--- src/rtl/can_guard_pkg.sv ---
package can_guard_pkg;
  typedef enum logic {BUS_DOM = 1'b0, BUS_REC = 1'b1} bus_lvl_e;

  // unqualified transmit line reads recessive
  function automatic logic eff_txd(input logic vld, input logic lvl);
    return vld ? lvl : 1'b1;
  endfunction

  // unqualified silent select reads normal mode
  function automatic logic eff_silent(input logic vld, input logic lvl);
    return vld ? lvl : 1'b0;
  endfunction
endpackage

--- src/rtl/can_guard_sync.sv ---
module can_guard_sync #(
  parameter int unsigned    W       = 2,
  parameter logic [W-1:0]   RST_VAL = '0
) (
  input  logic         clk_i,
  input  logic         rst_ni,
  input  logic [W-1:0] d_i,
  output logic [W-1:0] q_o
);
  logic [W-1:0] s1_q, s2_q;

  always_ff @(posedge clk_i or negedge rst_ni) begin
    if (!rst_ni) begin
      s1_q <= RST_VAL;
      s2_q <= RST_VAL;
    end else begin
      s1_q <= d_i;
      s2_q <= s1_q;
    end
  end

  assign q_o = s2_q;
endmodule

--- src/rtl/can_guard_dom_timer.sv ---
module can_guard_dom_timer #(
  parameter int unsigned TMO_CYCLES = 22500
) (
  input  logic clk_i,
  input  logic rst_ni,
  input  logic txd_s_i,
  output logic tmo_o
);
  localparam int unsigned   CW   = $clog2(TMO_CYCLES + 1);
  localparam logic [CW-1:0] TERM = CW'(TMO_CYCLES);
  localparam logic [CW-1:0] LAST = CW'(TMO_CYCLES - 1);

  logic [CW-1:0] cnt_q;
  logic          tmo_q;

  // recessive level clears; count restarts from the falling edge
  always_ff @(posedge clk_i or negedge rst_ni) begin
    if (!rst_ni) begin
      cnt_q <= '0;
      tmo_q <= 1'b0;
    end else if (txd_s_i) begin
      cnt_q <= '0;
      tmo_q <= 1'b0;
    end else begin
      if (cnt_q != TERM) cnt_q <= cnt_q + 1'b1;
      if (cnt_q == LAST) tmo_q <= 1'b1;
    end
  end

  assign tmo_o = tmo_q;
endmodule

--- src/rtl/can_guard_gate.sv ---
module can_guard_gate (
  input  logic txd_s_i,
  input  logic silent_s_i,
  input  logic ovt_i,
  input  logic uv_i,
  input  logic tmo_i,
  output logic drv_en_o
);
  logic blocked;

  assign blocked  = silent_s_i | ovt_i | uv_i | tmo_i;
  assign drv_en_o = ~txd_s_i & ~blocked;
endmodule

--- src/rtl/can_drv_guard.sv ---
module can_drv_guard
  import can_guard_pkg::*;
#(
  parameter int unsigned TMO_CYCLES = 22500
) (
  input  logic clk_i,
  input  logic rst_ni,
  input  logic txd_i,
  input  logic txd_vld_i,
  input  logic silent_i,
  input  logic silent_vld_i,
  input  logic ovt_i,
  input  logic uv_i,
  output logic drv_en_o,
  output logic bus_lvl_o,
  output logic tmo_o
);
  logic [1:0] raw_in, syn_q;
  logic       txd_s, silent_s, tmo_s, drv_en;
  bus_lvl_e   lvl;

  assign raw_in = {eff_silent(silent_vld_i, silent_i), eff_txd(txd_vld_i, txd_i)};

  can_guard_sync #(.W(2), .RST_VAL(2'b01)) u_sync (
    .clk_i (clk_i),
    .rst_ni(rst_ni),
    .d_i   (raw_in),
    .q_o   (syn_q)
  );

  assign txd_s    = syn_q[0];
  assign silent_s = syn_q[1];

  can_guard_dom_timer #(.TMO_CYCLES(TMO_CYCLES)) u_timer (
    .clk_i  (clk_i),
    .rst_ni (rst_ni),
    .txd_s_i(txd_s),
    .tmo_o  (tmo_s)
  );

  can_guard_gate u_gate (
    .txd_s_i   (txd_s),
    .silent_s_i(silent_s),
    .ovt_i     (ovt_i),
    .uv_i      (uv_i),
    .tmo_i     (tmo_s),
    .drv_en_o  (drv_en)
  );

  assign lvl       = drv_en ? BUS_DOM : BUS_REC;
  assign drv_en_o  = drv_en;
  assign bus_lvl_o = lvl;
  assign tmo_o     = tmo_s;
endmodule

--- config.mk ---
export PLATFORM = sky130hd
export DESIGN_NAME = can_drv_guard
export DESIGN_NICKNAME = d
export VERILOG_FILES = /design/src/rtl/can_guard_pkg.sv /design/src/rtl/can_guard_sync.sv /design/src/rtl/can_guard_dom_timer.sv /design/src/rtl/can_guard_gate.sv /design/src/rtl/can_drv_guard.sv
export SDC_FILE = /design/constraint.sdc
export NUM_CORES = 1
export LEC_CHECK = 0
export BUFFER_PORTS_ARGS = -buffer_cell sky130_fd_sc_hd__buf_2
export CORE_MARGIN = 1
export CORE_UTILIZATION = 60
export DETAILED_ROUTE_END_ITERATION = 12
export GPL_TIMING_DRIVEN = 0
export HOLD_SLACK_MARGIN = 0.02
export MAX_ROUTING_LAYER = met4
export PLACE_DENSITY = 0.81
export SYNTH_ARGS = -nofsm -noshare
export SYNTH_HDL_FRONTEND = slang
export SYNTH_SLANG_ARGS = --single-unit
--- constraint.sdc ---
create_clock -name clk_i -period 2.8 [get_ports clk_i]
set_input_delay 0.28 -clock clk_i [delete_from_list [all_inputs] [get_ports clk_i]]
set_output_delay 0.28 -clock clk_i [all_outputs]
set_load 0.01 [all_outputs]
Word level (Yosys, flattened, before mapping). Cells that the tools add are included.

Flip-flop bits (word level): 20. Latch bits: 0. RAM bits: 0. Bits in read-only memories: 0. Input bits: 8. Output and inout bits: 3. Word-level logic and storage cells: 22. Memories: 0.

Add/sub/neg operators: 1. Multiply operators: 0. Div/mod/pow operators: 0. Order comparisons: 0. Eq/ne operators: 2. Shift operators: 0. Mux-type cells: 7. Bitwise gates (word level): 6. Reductions and logical operators: 2.

Operators with widths (number): two-way mux 15 bit (2); adder 15 x 1 -> 15 bit, second input constant (1); == test 15 bit, second input constant (1); != test 15 bit, second input constant (1); two-way mux 1 bit (5); nonzero test 2 bit (2); OR 1 bit (3); inverter 1 bit (2); bitwise AND 1 bit (1).

Longest topological paths before layout.
Depth in word-level cells: 6. Depth in mapped cells: 5. Depth with buffers taken out: 5.

Hierarchy. From an unflattened synthesis, not the netlist that was laid out.

Cell total of the unflattened synthesis: 98. Area, all modules: 991.0 µm².

By module, submodules not included: can_guard_dom_timer (instances 1, cells each 89, area each 860.8 µm², sequential area each 400.4 µm²); can_guard_sync (instances 1, cells each 4, area each 102.6 µm², sequential area each 102.6 µm²); can_drv_guard (instances 1, cells each 3, area each 16.3 µm², sequential area each 0.0 µm²); can_guard_gate (instances 1, cells each 2, area each 11.3 µm², sequential area each 0.0 µm²).

Worst setup path before layout. OpenSTA, ideal clock, no wires.

Kind: register -> register. Start: reg u_timer.cnt_q[0]. End: reg u_timer.cnt_q[14]. Data arrival time: 1.467 ns. Setup slack: 1.209 ns. Cell stages (with the launch flop): 5. Path buffers: 0. Period minus slack after synthesis: 1.591 ns. Path through: dfrtp_1 > ha_1 > nand4_4 > nor4_1 > mux2_2.

Word-level cells in the longest chain between the ends: 3.

RTL lines: start: declaration (line can_guard_dom_timer.sv:13) `logic [CW-1:0] cnt_q;`; start signal: assignment (line can_guard_dom_timer.sv:25) `if (cnt_q != TERM) cnt_q <= cnt_q + 1'b1;`; adder 15 x 1 -> 15 bit (line can_guard_dom_timer.sv:25); two-way mux 15 bit (line can_guard_dom_timer.sv:25); two-way mux 15 bit (line can_guard_dom_timer.sv:21) `end else if (txd_s_i) begin`.

Parallel ways exist; a longest one is shown, timed or not. The select of a mux whose other input is x is not followed. A chain may end at the register's enable or synchronous reset.

Worst setup path after layout.
Start: reg u_timer.cnt_q[1]. End: reg u_timer.cnt_q[14].

The elaborated chain is that of the path after synthesis.

==> out/metrics.yaml <==
placement:
  gp_congestion: 0.8568
  hpwl_mm: 1.414
  dpl_worst_slack_ps: 929.7
  portBuffers: 10
floorplan:
  die-area_um2: 1934
  core-area_um2: 1577
  io_pins: 11
  die_x_um: 43.98
  initial_core_util_pct: 67.06
  num_rows: 14
  die_h_um: 43.98
timing:
  finalCriticalPeriod_ps: 1919
  rsz0062_at_grt: "false"
  slew_headroom_pct: 68.85
  fmax_mhz: 521.0
  hold_viol_final: 0
  setup_violations: 0
  finalClockSkew_ps: 4.909
  layout_worst_path_cycle_share_pct: 68.55
  report.final.slew_viol_count: 0
  fin_setup_tns_ps: 0
  tightest_slew_ps: 467.3
  fin_ws_ps: 880.6
worst_setup_path:
  crit_required_ps: 3010
  end_kind: "flop"
  crit_arrival_ps: 2120
  path_class: "reg2reg"
  cp_max_fo: 9
  start_kind: "flop"
clocking:
  cts_tree: "yes"
  path_clk_slew_ps: 120
  holdBufCountCts: 1
  cts_made_buffers: 3
  ctsResizeCount: 0
  htree_levels: 1
  clk_latency_ps: 310
  post-cts-setup-buffers: 0
  cts-root-buf: "clkbuf_4"
  clock_path_buffers: 2
  cts.sinks: 20
logic_synthesis:
  synth_compound_area_share_pct: 8.402
  synth_top_cell_area_share_pct: 42.60
  syn-cell-area_um2: 1057
  yosys_warnings: 0
  synth_top_family_by_area: "simple AND/OR/NAND/NOR gates"
  synth_xor_area_share_pct: 0.8284
  yosys.area.top_type: "dfrtp_1"
  synthArstFlopShare_pct: 100.0
  synth.area.mux_share_pct: 6.627
  yosysSeqAreaShare_pct: 47.57
  yosys-top-cells-area: "dfrtp_1 (43%), dfstp_2 (5.0%), mux2_2 (4.3%)"
  synth-simple-area-share_pct: 30.53
  syn-num-nets: 116
  synth-edff-count: 0
  synth_cell_type_count: 33
  ys.flop_type: "dfrtp_1"
  synthAdderAreaFrac_pct: 2.367
  synth_cells: 106
  synth_commonest_cells: "dfrtp_1 (18), nor2_1 (11), inv_1 (7), nand2_1 (7)"
  synth-seq-cells: 20
  syn_area_per_cell_um2: 9.974
  yosysMostFrequentCell: "dfrtp_1"
power_and_ir_drop:
  swShare_pct: 22.72
  ir_drop_uv: 398.3
  p_clk_share_pct: 34.7
  p_seq_share_pct: 59.9
  intPower_mw: 0.3839
  p_total_mw: 0.4968
  leakagePower_nw: 0.5108
  p_comb_share_pct: 5.4
  powerDensity_nw_per_um2: 423.3
  switching_power_mw: 0.1129
finish:
  fin_nets: 132
  antenna_cells: 0
  syn2layout_area_growth_pct: 11.01
  drive_above_1_share_pct: 23.14
drt:
  wl_per_cell_um: 14.63
  dr.pass1.iters: 4
  vias_per_cell: 6.182
  remaining_drc_errors: 0
  drtIter0Drc: 12
  wirelength_mm: 2.004
  vias: 847
  drtAntennaViolNets: 0
grt:
  grt_overflow_total: 0
  antenna_found_initial: 0
  grt_max_degree: 21
  grt_pass1_vias: 816
  track_usage_pct: 25.36
  grt_pass1_wl_mm: 3.443
run:
  drv_cap: 0
outcome:
  status: "finished, final reports clean"
worst_hold_path:
  hold_class: "in2reg"
## layout make-up
type | instances | area (um^2)
Fill cell | 111 | 402.9
Tap cell | 16 | 20.02
Timing Repair Buffer | 11 | 60.06
Inverter | 7 | 26.28
Sequential cell | 20 | 503.0
Buffer | 3 | 12.51
Clock buffer | 4 | 36.28
Multi-Input combinational cell | 76 | 515.5
## power by group through the flow
| stage | clock network [mW] | logic, mW | registers (mW) |
|---|---|---|---|
| after detailed placement | 0 | 0.0262 | 0.303 |
| after CTS | 0.175 | 0.0274 | 0.297 |
| after floorplan | 0 | 0.0125 | 0.302 |
| final | 0.173 | 0.0266 | 0.298 |
| after global placement | 0 | 0.0252 | 0.303 |
| after global routing | 0.183 | 0.0309 | 0.298 |
## metal layers
layer	global-route usage [%]	vias up	part of all wire [%]
li1	-	412	-
met1	32.34	410	47
met2	39.10	20	48
met3	4.167	5	2.9
met4	12.73	0	2.1
met5	-	-	0
## registers in the layout (all words and copies together) (netlist names)
name           flops
u_sync.q_o         2
u_timer.cnt_q     15
u_sync.s1_q        2
u_timer.tmo_o      1
## logic make-up after synthesis
kind of cell / after synthesis
muxes: 6
xor gates and xnor gates: 1
buffers and inverters: 10
AOI/OAI and AO/OA: 15
adders and majority gates: 2
DFF: 20
and+or+nand+nor: 52
## stage by stage
| step | utilization, % | hold WS (ps) | instance area, um^2 | instances |
|---|---|---|---|---|
| detailed placement | 71.51 | 249.1 | 1127 | 132 |
| floorplan | - | -15.59 | 1057 | 106 |
| CTS | 74.44 | 89.91 | 1174 | 137 |
| global placement | 71.51 | 244.1 | 1127 | 132 |
| finish | 74.44 | 91.91 | 1174 | 137 |
| global route | 74.44 | 87.14 | 1174 | 137 |
## critical path, cell delays in order (launching register included)
cell	delay, ps
dfrtp_1	460
ha_1	320
nand4_4	180
nor4_1	470
mux2_2	380
## cells in the final DEF (no fill, tap or decap), types with 2 or more instances in the layout
cell / instances
dfrtp_1: 18
nor2_1: 11
buf_2: 11
inv_1: 7
nand2_1: 7
a21oi_1: 6
nand3_1: 6
or4_1: 4
nand4_1: 4
mux2_2: 4
o21ai_0: 4
nor3_1: 3
o31ai_1: 3
nor2b_1: 3
nor4_1: 3
clkbuf_4: 3
clkbuf_1: 2
or3_1: 2
ha_1: 2
dfstp_2: 2
## path summary, 6_finish.rpt
check | startpoint | endpoint | slack (ps) | cells after the start
max in group asynchronous | rst_ni | u_sync.q_o[0] | 2040 | 2
max reg2reg | u_timer.cnt_q[1] | u_timer.cnt_q[14] | 880 | 4
min reg2reg | u_sync.s1_q[0] | u_sync.q_o[0] | 360 | 0
max | u_timer.cnt_q[1] | u_timer.cnt_q[14] | 880 | 4
min in group asynchronous | rst_ni | u_timer.cnt_q[5] | 420 | 2
min | txd_vld_i | u_sync.s1_q[0] | 90 | 2
(Power assumes the default switching activity.)
